$ cat config.mk
export PLATFORM = sky130hd
export DESIGN_NAME = jit_smoother
export DESIGN_NICKNAME = d
export VERILOG_FILES = /design/src/rtl/jit_smoother_pkg.sv /design/src/rtl/jit_store.sv /design/src/rtl/jit_divider.sv /design/src/rtl/jit_smoother.sv
export SDC_FILE = /design/constraint.sdc
export NUM_CORES = 1
export LEC_CHECK = 0
export BUFFER_PORTS_ARGS = -buffer_cell sky130_fd_sc_hd__buf_2
export CAP_MARGIN = 20
export CELL_PAD_IN_SITES_DETAIL_PLACEMENT = 0
export CELL_PAD_IN_SITES_GLOBAL_PLACEMENT = 1
export CORE_UTILIZATION = 50
export CTS_CLUSTER_SIZE = 10
export DETAILED_ROUTE_END_ITERATION = 10
export GPL_ROUTABILITY_DRIVEN = 0
export GPL_TIMING_DRIVEN = 0
export HOLD_SLACK_MARGIN = 0.06
export PLACE_DENSITY = 0.8
export SYNTH_ARGS = -nofsm -noshare
export SYNTH_HDL_FRONTEND = slang
export SYNTH_HIERARCHICAL = 1
export SYNTH_SLANG_ARGS = --single-unit
$ cat constraint.sdc
create_clock -name clk -period 4.1 [get_ports clk]
set_clock_uncertainty 0.1 [all_clocks]
set_input_delay 0.41 -clock clk [delete_from_list [all_inputs] [get_ports clk]]
set_output_delay 0.41 -clock clk [all_outputs]
set_load 0.01 [all_outputs]
$ cat src/rtl/jit_smoother_pkg.sv
package jit_smoother_pkg;

  // Which stream carries the elastic buffer
  typedef enum logic {
    PATH_RX = 1'b0,
    PATH_TX = 1'b1
  } path_e;

  // Kind of output period the divider starts
  typedef enum logic [1:0] {
    ADJ_NONE  = 2'd0,
    ADJ_SHORT = 2'd1,
    ADJ_LONG  = 2'd2
  } adj_e;

endpackage

$ cat src/rtl/jit_store.sv
module jit_store #(
  parameter int unsigned DEPTH_DEEP    = 128,
  parameter int unsigned DEPTH_SHALLOW = 32,
  parameter int unsigned PTR_W         = $clog2(DEPTH_DEEP)
) (
  input  logic             clk,
  input  logic             rst_n,
  input  logic             deep_sel,
  input  logic             bypass,
  input  logic             wr_en,
  input  logic             wr_bit,
  input  logic             rd_en,
  output logic             rd_bit,
  output logic             rd_vld,
  output logic [PTR_W-1:0] fill
);

  localparam logic [PTR_W-1:0] MASK_DEEP = PTR_W'(DEPTH_DEEP - 1);
  localparam logic [PTR_W-1:0] MASK_SH   = PTR_W'(DEPTH_SHALLOW - 1);
  localparam logic [PTR_W-1:0] HALF_DEEP = PTR_W'(DEPTH_DEEP / 2);
  localparam logic [PTR_W-1:0] HALF_SH   = PTR_W'(DEPTH_SHALLOW / 2);

  logic [DEPTH_DEEP-1:0] mem_q, mem_d;
  logic [PTR_W-1:0]      wp_q, wp_d, rp_q, rp_d;
  logic [PTR_W-1:0]      mask, half;
  logic                  deep_q, byp_q, pend_q;
  logic                  reinit;
  logic                  rd_bit_q, rd_bit_d, rd_vld_q, rd_vld_d;

  // Next-state logic
  always_comb begin
    mask     = deep_sel ? MASK_DEEP : MASK_SH;
    half     = deep_sel ? HALF_DEEP : HALF_SH;
    reinit   = pend_q | (deep_sel != deep_q) | (bypass != byp_q);
    mem_d    = mem_q;
    wp_d     = wp_q;
    rp_d     = rp_q;
    rd_bit_d = rd_bit_q;
    rd_vld_d = 1'b0;
    if (reinit) begin
      mem_d = '0;
      wp_d  = half;
      rp_d  = '0;
    end else begin
      if (wr_en) begin
        mem_d[wp_q & mask] = wr_bit;
        wp_d               = (wp_q + 1'b1) & mask;
      end
      if (rd_en) begin
        rd_bit_d = mem_q[rp_q & mask];
        rd_vld_d = 1'b1;
        rp_d     = (rp_q + 1'b1) & mask;
      end
    end
  end

  // Registers
  always_ff @(posedge clk or negedge rst_n) begin
    if (!rst_n) begin
      mem_q    <= '0;
      wp_q     <= '0;
      rp_q     <= '0;
      deep_q   <= 1'b0;
      byp_q    <= 1'b0;
      pend_q   <= 1'b1;
      rd_bit_q <= 1'b0;
      rd_vld_q <= 1'b0;
    end else begin
      mem_q    <= mem_d;
      wp_q     <= wp_d;
      rp_q     <= rp_d;
      deep_q   <= deep_sel;
      byp_q    <= bypass;
      pend_q   <= 1'b0;
      rd_bit_q <= rd_bit_d;
      rd_vld_q <= rd_vld_d;
    end
  end

  assign fill   = (wp_q - rp_q) & mask;
  assign rd_bit = rd_bit_q;
  assign rd_vld = rd_vld_q;

  // a flush leaves the buffer exactly half full
  assert_flush_half_R11: assert property (@(posedge clk) disable iff (!rst_n)
    (reinit ##1 !reinit) |-> (fill == half))
    else $error("flush did not restart at half depth");

  // no read is reported in the cycle after a flush edge
  assert_no_read_on_flush_R3: assert property (@(posedge clk) disable iff (!rst_n)
    (reinit && rd_en) |=> !rd_vld)
    else $error("read reported across a flush");

endmodule

$ cat src/rtl/jit_divider.sv
module jit_divider import jit_smoother_pkg::*; #(
  parameter int unsigned DEPTH_DEEP     = 128,
  parameter int unsigned DEPTH_SHALLOW  = 32,
  parameter int unsigned MARGIN_DEEP    = 4,
  parameter int unsigned MARGIN_SHALLOW = 2,
  parameter int unsigned DIV_NOM        = 16,
  parameter int unsigned PTR_W          = $clog2(DEPTH_DEEP),
  parameter int unsigned CNT_W          = $clog2(DIV_NOM + 2)
) (
  input  logic             clk,
  input  logic             rst_n,
  input  logic             deep_sel,
  input  logic [PTR_W-1:0] fill,
  input  logic             trip_clr,
  output logic             tick,
  output logic             trip
);

  localparam logic [CNT_W-1:0] LEN_NOM  = CNT_W'(DIV_NOM);
  localparam logic [CNT_W-1:0] LEN_FAST = CNT_W'(DIV_NOM - 1);
  localparam logic [CNT_W-1:0] LEN_SLOW = CNT_W'(DIV_NOM + 1);
  localparam logic [PTR_W-1:0] HI_DEEP  = PTR_W'(DEPTH_DEEP - MARGIN_DEEP);
  localparam logic [PTR_W-1:0] HI_SH    = PTR_W'(DEPTH_SHALLOW - MARGIN_SHALLOW);
  localparam logic [PTR_W-1:0] LO_DEEP  = PTR_W'(MARGIN_DEEP);
  localparam logic [PTR_W-1:0] LO_SH    = PTR_W'(MARGIN_SHALLOW);

  logic [CNT_W-1:0] cnt_q, cnt_d, len_q, len_d, len_pick;
  logic [PTR_W-1:0] hi, lo;
  logic             near_full, near_empty;
  logic             trip_q, trip_d;
  adj_e             adj;

  // Next-state logic
  always_comb begin
    hi         = deep_sel ? HI_DEEP : HI_SH;
    lo         = deep_sel ? LO_DEEP : LO_SH;
    near_full  = (fill >= hi);
    near_empty = (fill <= lo);
    if (near_full)       adj = ADJ_SHORT;
    else if (near_empty) adj = ADJ_LONG;
    else                 adj = ADJ_NONE;
    case (adj)
      ADJ_SHORT: len_pick = LEN_FAST;
      ADJ_LONG:  len_pick = LEN_SLOW;
      default:   len_pick = LEN_NOM;
    endcase
    tick   = (cnt_q == len_q - 1'b1);
    cnt_d  = tick ? '0 : cnt_q + 1'b1;
    len_d  = tick ? len_pick : len_q;
    trip_d = (trip_q & ~trip_clr) | (tick & (adj != ADJ_NONE));
  end

  // Registers
  always_ff @(posedge clk or negedge rst_n) begin
    if (!rst_n) begin
      cnt_q  <= '0;
      len_q  <= LEN_NOM;
      trip_q <= 1'b0;
    end else begin
      cnt_q  <= cnt_d;
      len_q  <= len_d;
      trip_q <= trip_d;
    end
  end

  assign trip = trip_q;

  // only the three legal period lengths are ever in use
  assert_len_legal_R12: assert property (@(posedge clk) disable iff (!rst_n)
    (len_q == LEN_FAST) || (len_q == LEN_NOM) || (len_q == LEN_SLOW))
    else $error("illegal period length");

  // the count stays inside the current period
  assert_cnt_range_R12: assert property (@(posedge clk) disable iff (!rst_n)
    cnt_q < len_q)
    else $error("period counter overran");

  // a terminal count inside the bands starts a nominal period
  assert_nominal_R2: assert property (@(posedge clk) disable iff (!rst_n)
    (tick && !near_full && !near_empty) |=> (len_q == LEN_NOM))
    else $error("nominal period not taken");

  // a near-full terminal count raises the flag
  assert_trip_full_R7: assert property (@(posedge clk) disable iff (!rst_n)
    (tick && near_full) |=> trip_q)
    else $error("trip not raised near full");

  // a near-empty terminal count raises the flag
  assert_trip_empty_R7: assert property (@(posedge clk) disable iff (!rst_n)
    (tick && near_empty) |=> trip_q)
    else $error("trip not raised near empty");

  // the flag holds without a clear
  assert_trip_hold_R8: assert property (@(posedge clk) disable iff (!rst_n)
    (trip_q && !trip_clr) |=> trip_q)
    else $error("trip flag dropped without clear");

endmodule

$ cat src/rtl/jit_smoother.sv
module jit_smoother import jit_smoother_pkg::*; #(
  parameter int unsigned DEPTH_DEEP     = 128,
  parameter int unsigned DEPTH_SHALLOW  = 32,
  parameter int unsigned MARGIN_DEEP    = 4,
  parameter int unsigned MARGIN_SHALLOW = 2,
  parameter int unsigned DIV_NOM        = 16
) (
  input  logic clk,
  input  logic rst_n,
  input  logic deep_sel,
  input  logic bypass,
  input  logic path_sel,
  input  logic trip_clr,
  input  logic rx_in_bit,
  input  logic rx_in_stb,
  input  logic tx_in_bit,
  input  logic tx_in_stb,
  output logic rx_out_bit,
  output logic rx_out_stb,
  output logic tx_out_bit,
  output logic tx_out_stb,
  output logic trip_flag
);

  localparam int unsigned PTR_W = $clog2(DEPTH_DEEP);
  localparam int unsigned CNT_W = $clog2(DIV_NOM + 2);

  logic             use_tx;
  logic             sel_bit, sel_stb;
  logic             wr_en, rd_en, tick;
  logic             buf_bit, buf_vld;
  logic             rx_thru, tx_thru;
  logic [PTR_W-1:0] fill;

  always_comb begin
    use_tx  = (path_e'(path_sel) == PATH_TX);
    sel_bit = use_tx ? tx_in_bit : rx_in_bit;
    sel_stb = use_tx ? tx_in_stb : rx_in_stb;
    wr_en   = sel_stb & ~bypass;
    rd_en   = tick & ~bypass;
    rx_thru = bypass | use_tx;
    tx_thru = bypass | ~use_tx;
    rx_out_bit = rx_thru ? rx_in_bit : buf_bit;
    rx_out_stb = rx_thru ? rx_in_stb : buf_vld;
    tx_out_bit = tx_thru ? tx_in_bit : buf_bit;
    tx_out_stb = tx_thru ? tx_in_stb : buf_vld;
  end

  jit_store #(
    .DEPTH_DEEP   (DEPTH_DEEP),
    .DEPTH_SHALLOW(DEPTH_SHALLOW),
    .PTR_W        (PTR_W)
  ) u_store (
    .clk     (clk),
    .rst_n   (rst_n),
    .deep_sel(deep_sel),
    .bypass  (bypass),
    .wr_en   (wr_en),
    .wr_bit  (sel_bit),
    .rd_en   (rd_en),
    .rd_bit  (buf_bit),
    .rd_vld  (buf_vld),
    .fill    (fill)
  );

  jit_divider #(
    .DEPTH_DEEP    (DEPTH_DEEP),
    .DEPTH_SHALLOW (DEPTH_SHALLOW),
    .MARGIN_DEEP   (MARGIN_DEEP),
    .MARGIN_SHALLOW(MARGIN_SHALLOW),
    .DIV_NOM       (DIV_NOM),
    .PTR_W         (PTR_W),
    .CNT_W         (CNT_W)
  ) u_div (
    .clk     (clk),
    .rst_n   (rst_n),
    .deep_sel(deep_sel),
    .fill    (fill),
    .trip_clr(trip_clr),
    .tick    (tick),
    .trip    (trip_flag)
  );

  // bypass routes both streams straight through
  assert_bypass_R9: assert property (@(posedge clk) disable iff (!rst_n)
    bypass |-> (rx_out_stb == rx_in_stb) && (tx_out_stb == tx_in_stb) &&
               (rx_out_bit == rx_in_bit) && (tx_out_bit == tx_in_bit))
    else $error("bypass not transparent");

  // the unbuffered stream is passed through
  assert_thru_R10: assert property (@(posedge clk) disable iff (!rst_n)
    (path_sel && !bypass) |-> (rx_out_stb == rx_in_stb))
    else $error("receive stream not passed through");

endmodule

# Word level (Yosys, flattened, before mapping)
# Cells that the tools add are included.
[totals] output_inout_bits=5 ff_bits=158 wordCells=76 inputBits=10
[classes] n_lt_le_gt_ge=5 eq_ne=5 n_mux=27 n_reduce_logical=5 add_sub_neg=5 bitwise=18
[op_table] op="$mux W128" count=2
[op_table] op="$bwmux W128" count=1
[op_table] op="$mux W7" count=7
[op_table] op="$and A7 B7 Y7" count=5
[op_table] op="$lt A7 B8 Y1 const B" count=2
[op_table] op="$add A7 B1 Y7 const B" count=2
[op_table] op="$mux W1" count=10
[op_table] op="$pmux W5 S2" count=1
[op_table] op="$bmux W1 S7" count=1
[op_table] op="$demux W1 S7" count=1
[op_table] op="$ge A7 B1 Y1 const B" count=1
[op_table] op="$ge A7 B7 Y1" count=1
[op_table] op="$le A7 B7 Y1" count=1
[op_table] op="$sub A7 B7 Y7" count=1
[op_table] op="$reduce_bool A2 Y1" count=3
[op_table] op="$add A5 B1 Y5 const B" count=1
[op_table] op="$eq A5 B5 Y1" count=1
[op_table] op="$mux W5" count=1
[op_table] op="$or A1 B1 Y1" count=5
[op_table] op="$sub A5 B1 Y5 const B" count=1
[op_table] op="$and A1 B1 Y1" count=4
[op_table] op="$mux W2" count=2
[op_table] op="$not A1 Y1" count=4
[op_table] op="$mux W3" count=1
[op_table] op="other kinds (5)" count=6

# Longest topological paths before layout
# Gate-level depths: netlist of run 1.
[depth] ltp_word=9 ltp_mapped=16 ltp_nobuf=15

# Modules after synthesis
# The synthesis of run 1 kept the hierarchy.
[modules_own_cells] mod="jit_store" area_per_inst_um2=8065.2 cells_each=888 seq_area_each_um2=3679.8 n_inst=1
[modules_own_cells] mod="jit_divider" area_per_inst_um2=588.1 cells_each=54 seq_area_each_um2=226.5 n_inst=1
[modules_own_cells] mod="jit_smoother" area_per_inst_um2=105.1 cells_each=10 seq_area_each_um2=0.0 n_inst=1

# Least setup slack after synthesis of run 1
# Ideal clock, no wire load.
[synth_timing] path_kind="flip-flop to flip-flop" from="register u_store.rp_q[1]" to="register u_div.len_q[0]" stages_incl_launch_ff=16 synth_period_minus_slack_ns=3.201 setup_slack_ns=0.899 arrival_ns=2.976 path_buffers=2 t_required_ns=3.875 cell_sequence="dfrtp_1 -> buf_2 -> buf_2 -> inv_1 -> fa_1 -> a21o_1 -> a21oi_1 -> o21ai_0 -> a21oi_1 -> xnor2_1 -> nor2_1 -> ha_1 -> nand3_1 -> a211oi_1 -> a211o_1 -> mux2_4"
[synth_between] elab_chain_cells=7
[synth_rtl] item="from (decl)" line="jit_store.sv:24" text="logic [PTR_W-1:0] wp_q, wp_d, rp_q, rp_d;"
[synth_rtl] item="from (signal assigned)" line="jit_store.sv:71" text="rp_q <= rp_d;"
[synth_rtl] item="$sub A7 B7 Y7 (*)" line="jit_store.sv:80" text="assign fill = (wp_q - rp_q) & mask;"
[synth_rtl] item="$and A7 B7 Y7 (*)" line="jit_store.sv:80"
[synth_rtl] item="net fill[6]" line="jit_smoother.sv:33" text="logic [PTR_W-1:0] fill;"
[synth_rtl] item="$le A7 B7 Y1" line="jit_divider.sv:38" text="near_empty = (fill <= lo);"
[synth_rtl] item="$mux W2" line="jit_divider.sv:40" text="else if (near_empty) adj = ADJ_LONG;"
[synth_rtl] item="$mux W2 (*)" line="jit_divider.sv:39" text="if (near_full) adj = ADJ_SHORT;"
[synth_rtl] item="$eq A2 B2 Y1 or $eq A2 B1 Y1 (tied branches)" line="jit_divider.sv:42" text="case (adj)"
[synth_rtl] item="$pmux W5 S2 (*)" line="jit_divider.sv:42"
[synth_rtl] item="to (signal assigned)" line="jit_divider.sv:61" text="len_q <= len_d;"
[synth_rtl] item="to (decl)" line="jit_divider.sv:27" text="logic [CNT_W-1:0] cnt_q, cnt_d, len_q, len_d, len_pick;"
# Mark *: on every way through the listed nets, which the timed path passes. The rest lies on a longest branch.
# A chain may end at the register's enable or synchronous reset.

# Worst setup path after layout of run 1
[layout_timing] from="register u_store.rp_q[1]" to="register u_div.len_q[4]"
# Same word-level chain as after synthesis.

==> impl_metrics.csv, run 1 <==
group,metric,value,unit
outcome,status,"finished, final reports clean",
worst_setup_path,critPathMaxFanout,10,
yosys,yosys_warnings,6,
die,num_io_pins,15,
sta,post-route-min-period,3.76,ns
global_routing,grt_first_pass_wirelength,45200,um
worst_setup_path,rr_startpoint,"u_store/rp_q[1]",
sta,layout_setup_ws,0.339,ns
clocking,cts-root-buf,"sky130_fd_sc_hd__clkbuf_16",
yosys,synth_async_sr_flop_share,100,%
layout,commonest_cells_after_routing_fill_and_taps_aside,"sky130_fd_sc_hd__dfrtp_1 (154), sky130_fd_sc_hd__o21ai_0 (138), sky130_fd_sc_hd__a21oi_1 (135)",
sta,finalSetupTns,0,ns
yosys,flop_and_latch_count_out_of_synthesis,156,
clocking,cts_post_setup_buffers_inserted,0,
yosys,netlist_area,0.00876,mm^2
placement,place.detailed.instances,1195,
route,viasPerCell,6.50,
global_routing,grt_max_degree,92,
clocking,cts_hold_buf,2,
power_and_ir_drop,power_leakage,3.71,nW
worst_setup_path,critical_path_required,4.36,ns
die,start_util,51.0,%
route,firstDrtPassIters,6,
die,die_x,134,um
clocking,cts.htree.levels,4,
sta,setup_violations,0,
die,chipHeight,134,um
yosys,syn_area_per_cell,9.20,um^2
yosys,syn-instance-count,952,
hold_path,hold_path_class,"in2reg",
sta,hold_viol,0,
clocking,clock_tree.buffer_depth,2,
placement,dp_worst_slack,0.359,ns
die,floorplan.rows,48,
worst_setup_path,critPathLaunchType,"flip-flop",
clocking,clock_insertion_delay_worst_skew,0.42,ns
power_and_ir_drop,total_power,0.00385,W
yosys,yosysUniqueCellTypes,62,
sta,max_clock_freq,266,MHz
clocking,post_cts_resize_count,0,
power_and_ir_drop,sw_share,25.9,%
placement,port_buffers,14,
sta,layout_worst_path_cycle_share,91.7,%
power_and_ir_drop,p_int,0.00285,W
worst_setup_path,worst_ep_arrival_time,4.02,ns
worst_setup_path,crit_end,"u_div/len_q[4]",
sta,max_slew_headroom,33.6,%
placement,dpl_cell_area,0.00916,mm^2
sta,timing.final.max_slew_violations,0,
global_routing,overflow,0,
clocking,cts_inserted_buffers,17,
layout,area_growth,12.3,%
worst_setup_path,setup.reg_to_reg.worst_slack,0.34,ns
power_and_ir_drop,register_share_of_total_power,42.6,%
route,detail_route.wirelength,29500,um
sta,rsz0062_at_grt,"no",
power_and_ir_drop,p_clk_share,44.9,%
worst_setup_path,critical_path.reg2reg.endpoint,"u_div/len_q[4]",
layout,fraction_of_layout_instances_using_a_drive_strength_above_1,9.75,%
die,coreArea,0.0172,mm^2
layout,layout.nets,1018,
yosys,synth_seq_area_share,44.6,%
worst_setup_path,worst_r2r_path_depth,15,
clocking,cts_num_sinks,156,
sta,timing_worst_slew_pin_value,0.988,ns
global_routing,grt_pass1_vias,7486,
worst_setup_path,worst-setup-path-type,"reg2reg",
route,antenna_violating_nets_post_route,0,
global_routing,grt_antenna_before_repair,0,
power_and_ir_drop,combPwrFrac,12.6,%
yosys,mappedNetlistNets,978,
power_and_ir_drop,ir_drop,398,uV
route,wire_per_inst,24.0,um
layout,commonest_non_fill_non_tap_cell_in_the_layout,"sky130_fd_sc_hd__dfrtp_1",
route,drc,0,
job,max-cap-violations,0,
placement,hpwl_dp,19800,um
layout,final_cells,1230,
power_and_ir_drop,power_density,391,mW/mm^2
clocking,cts_tree,"done",
yosys,synthFlopType,"sky130_fd_sc_hd__dfrtp_1",
global_routing,gr-usage-all-layers,33.8,%
route,detailedRoute.firstIterationViolations,1151,
die,die_area,0.0180,mm^2
layout,final_design_area_excluding_fillers,0.00984,mm^2
power_and_ir_drop,net-switching-power,0.000998,W
layout,insertedDiodeCount,0,
worst_setup_path,critical_path.endpoint_type,"flip-flop",
clocking,cts.clk_slew.worst_paths,0.06,ns
yosys,synth_enable_flop_cells,0,
route,route.vias.total,7990,
worst_setup_path,worstSetupStartpoint,"u_store/rp_q[1]",
final cells by class:
| type | instances | area [um^2] |
|---|---|---|
| multi-input combinational | 700 | 4430 |
| clock inverter | 10 | 161 |
| sequential | 156 | 3910 |
| timing repair buffer | 21 | 150 |
| inverter | 19 | 71.3 |
| clock buffer | 22 | 484 |
| fill | 1585 | 7340 |
| tap | 225 | 282 |
| buffer | 77 | 355 |
worst min-delay path by stage:
stage,startpoint,endpoint,depth (start not counted)
5_1_grt,bypass,u_store/byp_q,1
3_5_place_dp,rst_n,u_store/mem_q[19],1
3_3_place_gp,u_div/trip,u_div/trip,1
4_1_cts,bypass,u_store/byp_q,1
2_1_floorplan,rst_n,u_div/cnt_q[0],0
6_report,bypass,u_store/byp_q,1
routing by layer:
metal | global-route usage [%] | wire length (um) | part of all wire [%] | vias up
met5 | 0 | 0 | 0 | -
met4 | 12.0 | 962 | 3.3 | 0
met3 | 7.26 | 2830 | 9.6 | 63
met2 | 50.8 | 13200 | 45 | 445
met1 | 48.3 | 12500 | 42 | 3915
li1 | - | - | - | 3567
stage by stage:
step	util, %	hold WS, ns
after floorplan	-	0.0144
after global placement	53.0	0.384
after detailed placement	53.3	0.303
after CTS	57.2	0.0890
after global routing	57.3	0.0861
final	57.3	0.101
power by group through the flow:
stage	registers (W)	clock network [W]	logic, W
6_report	0.00164	0.00173	0.000484
5_1_grt	0.00164	0.00181	0.000530
4_1_cts	0.00164	0.00175	0.000481
3_5_place_dp	0.00167	0	0.000476
3_3_place_gp	0.00166	0	0.000463
2_1_floorplan	0.00166	0	0.000332
cell usage after synthesis (10+ instances only):
library cell,n,share of area (%)
sky130_fd_sc_hd__mux4_2,11,2.8
sky130_fd_sc_hd__nand2_1,54,2.3
sky130_fd_sc_hd__dfrtp_1,154,44
sky130_fd_sc_hd__mux2i_1,19,2.2
sky130_fd_sc_hd__clkbuf_1,59,2.5
sky130_fd_sc_hd__inv_1,16,0.69
sky130_fd_sc_hd__xnor2_1,14,1.4
sky130_fd_sc_hd__nor2b_1,10,0.71
sky130_fd_sc_hd__nand3_1,115,6.6
sky130_fd_sc_hd__nand4_1,36,2.6
sky130_fd_sc_hd__ha_1,15,2.1
sky130_fd_sc_hd__o21ai_0,138,7.9
sky130_fd_sc_hd__a21oi_1,135,7.7
sky130_fd_sc_hd__nor2_1,48,2.1
state kept, by name, summed over array words and instances, names as in the netlist:
register,count
u_div/len_q,3
u_store/rd_bit,1
u_div/cnt_q,5
u_store/wp_q,7
u_store/deep_q,1
u_store/rd_vld,1
u_store/byp_q,1
u_store/mem_q,128
u_div/trip,1
u_store/pend_q,1
u_store/rp_q,7
kinds of logic after synthesis:
group / Yosys count / synth area share, %
DFF: 156 / 44.6
and+or+nand+nor: 298 / 17.1
AOI/OAI and AO/OA: 309 / 18.9
buffers and inverters: 96 / 4.87
xor gates and xnor gates: 21 / 2.10
other: 1 / 0.0428
muxes: 55 / 9.97
adders and majority gates: 16 / 2.37
critical path, cell delays in order, from the launching register on:
cell,delay [ns]
sky130_fd_sc_hd__dfrtp_1,0.41
sky130_fd_sc_hd__buf_2,0.30
sky130_fd_sc_hd__buf_2,0.38
sky130_fd_sc_hd__inv_1,0.14
sky130_fd_sc_hd__fa_1,0.44
sky130_fd_sc_hd__a21o_1,0.18
sky130_fd_sc_hd__a21oi_1,0.21
sky130_fd_sc_hd__o21ai_0,0.11
sky130_fd_sc_hd__a21oi_1,0.18
sky130_fd_sc_hd__xnor2_1,0.13
sky130_fd_sc_hd__nor2_1,0.07
sky130_fd_sc_hd__ha_1,0.30
sky130_fd_sc_hd__nand3_1,0.08
sky130_fd_sc_hd__a211oi_1,0.30
sky130_fd_sc_hd__nor2_1,0.11
sky130_fd_sc_hd__mux2_4,0.26
Power figures use the tool's default switching activity.
==> run 2, diff against run 1 <==
--- a/config.mk
+++ b/config.mk
@@ -6,7 +6,6 @@
 export NUM_CORES = 1
 export LEC_CHECK = 0
 export BUFFER_PORTS_ARGS = -buffer_cell sky130_fd_sc_hd__buf_2
-export CAP_MARGIN = 20
 export CELL_PAD_IN_SITES_DETAIL_PLACEMENT = 0
 export CELL_PAD_IN_SITES_GLOBAL_PLACEMENT = 1
 export CORE_UTILIZATION = 50
@@ -16,6 +15,7 @@
 export GPL_TIMING_DRIVEN = 0
 export HOLD_SLACK_MARGIN = 0.06
 export PLACE_DENSITY = 0.8
+export RECOVER_POWER = 25
 export SYNTH_ARGS = -nofsm -noshare
 export SYNTH_HDL_FRONTEND = slang
 export SYNTH_HIERARCHICAL = 1
==> impl_metrics.csv, run 2 (synthesis gave the netlist of run 1 again) <==
group,metric,value,unit
route,firstDrtPassIters,5,
layout,area_growth,12.0,%
layout,fraction_of_layout_instances_using_a_drive_strength_above_1,9.08,%
layout,fillerInstances,1596,
global_routing,grt_max_degree,92,
die,num_io_pins,15,
route,detailedRoute.firstIterationViolations,1084,
die,die_x,134,um
placement,hpwl_dp,19900,um
power_and_ir_drop,p_clk_share,46.2,%
layout,layout.nets,1015,
clocking,cts_num_sinks,156,
route,viasPerCell,6.53,
clocking,clock_insertion_delay_worst_skew,0.44,ns
sta,max_slew_headroom,-11.9,%
worst_setup_path,crit_chain,"buf_2 > buf_2 > inv_1 > fa_1 > a21o_1 > a21oi_1 > o21ai_0 > a21oi_1 > xnor2_1 > nor2_1 > ha_1 > nand3_1 > a211oi_1 > nor2_1 > mux2_4",
route,antenna_violating_nets_post_route,0,
sta,layout_setup_ws,0.323,ns
clocking,post_cts_resize_count,0,
power_and_ir_drop,ir_drop,310,uV
die,floorplan.rows,48,
worst_setup_path,critPathMaxFanout,10,
hold_path,hold_path_class,"in2reg",
sta,setup_violations,0,
layout,commonest_non_fill_non_tap_cell_in_the_layout,"sky130_fd_sc_hd__dfrtp_1",
clocking,cts.clk_slew.worst_paths,0.07,ns
worst_setup_path,critical_path.endpoint_type,"flip-flop",
power_and_ir_drop,net-switching-power,0.00101,W
job,max-cap-violations,1,
layout,insertedDiodeCount,0,
sta,finalSetupTns,0,ns
layout,largest_register_ff_count,128,
worst_setup_path,worst_r2r_path_depth,15,
sta,post-route-min-period,3.78,ns
worst_setup_path,cp_slowest_cell,"sky130_fd_sc_hd__fa_1",
power_and_ir_drop,sw_share,25.8,%
global_routing,overflow,0,
die,coreArea,0.0172,mm^2
power_and_ir_drop,p_int,0.00292,W
power_and_ir_drop,register_share_of_total_power,41.6,%
global_routing,grt_pass1_vias,7613,
outcome,status,"finished, violations left",
power_and_ir_drop,power_leakage,3.68,nW
worst_setup_path,worst-setup-path-type,"reg2reg",
placement,port_buffers,14,
power_and_ir_drop,power_density,401,mW/mm^2
sta,hold_viol,0,
worst_setup_path,worst_path_largest_cell_delay,0.44,ns
global_routing,grt_antenna_before_repair,0,
hold_path,holdPathStages,1,
worst_setup_path,critical_path_required,4.36,ns
sta,rsz0062_at_grt,"no",
layout,reg_top3,"u_store/mem_q x128, u_store/rp_q x7, u_store/wp_q x7",
outcome,violated_checks,"capacitance limit, slew limit",
sta,max_clock_freq,265,MHz
layout,commonest_cells_after_routing_fill_and_taps_aside,"sky130_fd_sc_hd__dfrtp_1 (154), sky130_fd_sc_hd__o21ai_0 (138), sky130_fd_sc_hd__a21oi_1 (135)",
sta,timing.final.max_slew_violations,67,
sta,layout_worst_path_cycle_share,92.1,%
die,start_util,51.0,%
route,drc,0,
global_routing,grt_first_pass_wirelength,45500,um
clocking,clock_tree.buffer_depth,2,
die,chipHeight,134,um
placement,dp_worst_slack,0.330,ns
layout,regMostFlops,"u_store/mem_q",
die,die_area,0.0180,mm^2
sta,timing_worst_slew_pin_value,1.68,ns
route,detail_route.wirelength,29800,um
global_routing,gr-usage-all-layers,34.1,%
power_and_ir_drop,combPwrFrac,12.2,%
route,route.vias.total,8016,
clocking,cts-root-buf,"sky130_fd_sc_hd__clkbuf_16",
clocking,cts_inserted_buffers,17,
clocking,cts.htree.levels,4,
worst_setup_path,worst_ep_arrival_time,4.04,ns
clocking,cts_tree,"done",
route,wire_per_inst,24.3,um
worst_setup_path,critPathLaunchType,"flip-flop",
[run 2: repair_timing]
action,4_1_cts,5_1_grt
hold endpoints to repair,64,0
setup endpoints to repair,0,0
hold buffers,2,0
setup buffers,0,0
[run 2: area by class of cell]
class	count	area, um^2	area share [%]
Buffer	77	355	3.62
Clock buffer	21	450	4.59
Clock inverter	11	216	2.21
Inverter	19	71.3	0.727
Multi-Input combinational cell	700	4430	45.2
Sequential cell	156	3910	39.8
Tap cell	225	282	2.87
Timing Repair Buffer	18	98.8	1.01
[run 2: path summary, 6_finish.rpt]
check,start,slack [ns],end
max,u_store/rp_q[1],0.32,u_div/len_q[4]
min,bypass,0.16,u_store/byp_q
max reg2reg,u_store/rp_q[1],0.32,u_div/len_q[4]
min reg2reg,u_div/trip,0.41,u_div/trip
max in group asynchronous,rst_n,0.87,u_store/mem_q[83]
min in group asynchronous,rst_n,0.85,u_store/mem_q[19]
[run 2: layer usage]
metal / track usage (%) / up-vias / routed length, um
met5: 0 / - / 0
met4: 14.5 / 0 / 1070
met3: 6.88 / 71 / 2570
met2: 50.5 / 398 / 13200
met1: 48.6 / 3984 / 13000
li1: - / 3563 / -
[run 2: stage by stage]
step                utilization [%]  cell area, um^2  hold slack [ns]  total power [W]  std cells
finish                         57.1             9810            0.158          0.00393       1227
global route                   57.1             9810            0.171          0.00406       1227
CTS                            57.3             9840           0.0862          0.00395       1227
detailed placement             53.3             9150            0.299          0.00214       1193
global placement               53.0             9110            0.384          0.00213       1191
floorplan                         -             8760           0.0144          0.00199        952
[run 2: worst max-delay path: cells and delay by family (launching register included)]
| kind | cells | cell delay (ns) |
|---|---|---|
| compound gates | 5 | 1.00 |
| xor+xnor | 1 | 0.13 |
| fa+ha+maj | 2 | 0.74 |
| buf+inv | 3 | 0.80 |
| flops | 1 | 0.41 |
| mux | 1 | 0.26 |
| simple gates | 3 | 0.27 |
[run 2: power by group through the flow]
stage / combinational, W / sequential, W / clock, W
6_report: 0.000478 / 0.00164 / 0.00182
5_1_grt: 0.000524 / 0.00164 / 0.00189
4_1_cts: 0.000481 / 0.00164 / 0.00183
3_5_place_dp: 0.000477 / 0.00167 / 0
3_3_place_gp: 0.000463 / 0.00166 / 0
2_1_floorplan: 0.000332 / 0.00166 / 0
==> run 3, diff against run 2 <==
--- a/config.mk
+++ b/config.mk
@@ -14,7 +14,7 @@
 export GPL_ROUTABILITY_DRIVEN = 0
 export GPL_TIMING_DRIVEN = 0
 export HOLD_SLACK_MARGIN = 0.06
-export PLACE_DENSITY = 0.8
+export PLACE_DENSITY_LB_ADDON = 0.1
 export RECOVER_POWER = 25
 export SYNTH_ARGS = -nofsm -noshare
 export SYNTH_HDL_FRONTEND = slang
==> impl_metrics.csv, run 3 (synthesis gave the netlist of run 1 again) <==
group,metric,value,unit
outcome,status,"finished, violations left",
outcome,violated_checks,"capacitance limit, slew limit",
power_and_ir_drop,power_density,380,mW/mm^2
worst_setup_path,critical_path.reg2reg.endpoint,"u_div/len_q[0]",
power_and_ir_drop,power_leakage,3.65,nW
die,die_x,134,um
layout,commonest_non_fill_non_tap_cell_in_the_layout,"sky130_fd_sc_hd__dfrtp_1",
worst_setup_path,setup.reg_to_reg.worst_slack,0.42,ns
hold_path,hold_path_class,"in2reg",
hold_path,source_of_the_worst_hold_timing_path,"bypass",
clocking,cts_post_setup_buffers_inserted,0,
layout,commonest_cells_after_routing_fill_and_taps_aside,"sky130_fd_sc_hd__dfrtp_1 (154), sky130_fd_sc_hd__o21ai_0 (138), sky130_fd_sc_hd__a21oi_1 (135)",
sta,layout_worst_path_cycle_share,89.7,%
sta,hold_viol,0,
clocking,cts_tree,"done",
layout,largest_register_ff_count,128,
job,max-cap-violations,1,
die,coreArea,0.0172,mm^2
die,chipHeight,134,um
sta,rsz0062_at_grt,"no",
sta,timing.final.max_slew_violations,76,
die,num_io_pins,15,
route,drc,0,
hold_path,holdPathStages,1,
clocking,cts-root-buf,"sky130_fd_sc_hd__clkbuf_16",
layout,layout.nets,1016,
worst_setup_path,cpLargestDelayFamily,"compound AO/OA/AOI/OAI gates",
worst_setup_path,worst-setup-path-type,"reg2reg",
die,die_area,0.0180,mm^2
clocking,cts.clk_slew.worst_paths,0.06,ns
placement,hpwl_dp,19900,um
layout,final_cells,1228,
die,start_util,51.0,%
sta,post-route-min-period,3.68,ns
global_routing,grt_pass1_vias,7654,
clocking,clock_tree.buffer_depth,2,
sta,finalSetupTns,0,ns
clocking,clock_insertion_delay_worst_skew,0.43,ns
worst_setup_path,cpMostUsedCell,"sky130_fd_sc_hd__a21oi_1",
worst_setup_path,worst_path_largest_cell_delay,0.43,ns
global_routing,gr-usage-all-layers,34.7,%
clocking,cts_num_sinks,156,
route,wire_per_inst,24.6,um
sta,setup_violations,0,
worst_setup_path,worst_ep_arrival_time,3.89,ns
layout,reg_top3,"u_store/mem_q x128, u_store/rp_q x7, u_store/wp_q x7",
worst_setup_path,critPathMaxFanout,10,
route,detailedRoute.firstIterationViolations,1184,
route,firstDrtPassIters,5,
placement,dp_worst_slack,0.350,ns
worst_setup_path,critPathLaunchType,"flip-flop",
worst_setup_path,rr_startpoint,"u_store/rp_q[1]",
route,viasPerCell,6.57,
layout,area_growth,11.1,%
placement,port_buffers,14,
global_routing,grt_first_pass_wirelength,46000,um
layout,fillerInstances,1596,
worst_setup_path,crit_chain,"buf_2 > clkbuf_4 > inv_1 > fa_1 > a21o_1 > a21oi_1 > o21ai_0 > a21oi_1 > xnor2_1 > nor2_1 > ha_1 > nand3_1 > a211oi_1 > a211o_1 > mux2_4",
placement,place.detailed.instances,1192,
clocking,cts_inserted_buffers,17,
global_routing,overflow,0,
sta,max_slew_headroom,-29.6,%
route,detail_route.wirelength,30200,um
die,floorplan.rows,48,
worst_setup_path,critical_path_required,4.31,ns
worst_setup_path,worst_r2r_path_depth,15,
route,route.vias.total,8065,
layout,insertedDiodeCount,0,
hold_path,hold-path-endpoint,"u_store/byp_q",
worst_setup_path,timing.critical_path.buf_inv,3,
sta,max_clock_freq,272,MHz
global_routing,grt_max_degree,83,
worst_setup_path,cp_slowest_cell,"sky130_fd_sc_hd__fa_1",
power_and_ir_drop,ir_drop,287,uV
worst_setup_path,critical_path.endpoint_type,"flip-flop",
clocking,cts.htree.levels,4,
global_routing,grt_antenna_before_repair,0,
layout,regMostFlops,"u_store/mem_q",
sta,timing_worst_slew_pin_value,1.94,ns
route,antenna_violating_nets_post_route,0,
layout,fraction_of_layout_instances_using_a_drive_strength_above_1,9.17,%
sta,layout_setup_ws,0.423,ns
==> run 3: how the worst max path moves through the flow <==
stage,start,to,slack [ns],cells after the start
after detailed placement,u_store/rp_q[1],u_div/len_q[0],0.35,15
after global routing,u_store/rp_q[1],u_div/len_q[0],0.06,15
after global placement,rst_n,u_store/mem_q[83],0.008,1
after CTS,u_store/rp_q[1],u_div/len_q[4],0.33,15
final,u_store/rp_q[1],u_div/len_q[0],0.42,15
after floorplan,u_store/rp_q[1],u_div/len_q[0],0.90,15
==> run 3: metal layers <==
layer | wire, um | part of all wire [%] | vias to the layer above | track usage (%)
met2 | 13500 | 45 | 472 | 51.8
met5 | 0 | 0 | - | 0
met1 | 12800 | 42 | 3955 | 49.5
li1 | - | - | 3557 | -
met4 | 967 | 3.2 | 0 | 13.2
met3 | 2940 | 9.7 | 81 | 7.41
==> run 3: area by class of cell <==
cell class                 instances  area (um^2)  area share [%]
inverter                          19         71.3           0.733
clock inverter                    11          120            1.23
tap                              225          282            2.89
clock buffer                      21          460            4.73
multi-input combinational        700         4430            45.5
buffer                            77          358            3.68
sequential                       156         3910            40.2
timing repair buffer              19          104            1.07
==> run 3: per-stage QoR <==
step / instance area (um^2) / util, % / power [W] / hold slack, ns
finish: 9730 / 56.6 / 0.00370 / 0.164
global route: 9730 / 56.6 / 0.00383 / 0.184
CTS: 9750 / 56.8 / 0.00372 / 0.0836
detailed placement: 9150 / 53.3 / 0.00214 / 0.323
global placement: 9110 / 53.0 / 0.00213 / 0.384
floorplan: 8760 / - / 0.00199 / 0.0144
==> run 3: timing repair <==
action                                 in CTS  in global routing
resized for setup                           0                  1
setup endpoints to repair                   0                  1
hold buffers                                2                  0
endpoints found under the hold margin      75                  0
==> run 3: power breakdown <==
part	internal, W	total [W]	switching, W	leakage [nW]
registers	0.00159	0.00164	0.0000466	2.15
logic	0.000169	0.000479	0.000310	1.22
clock network	0.000926	0.00158	0.000657	0.279
total	0.00269	0.00370	0.00101	3.65
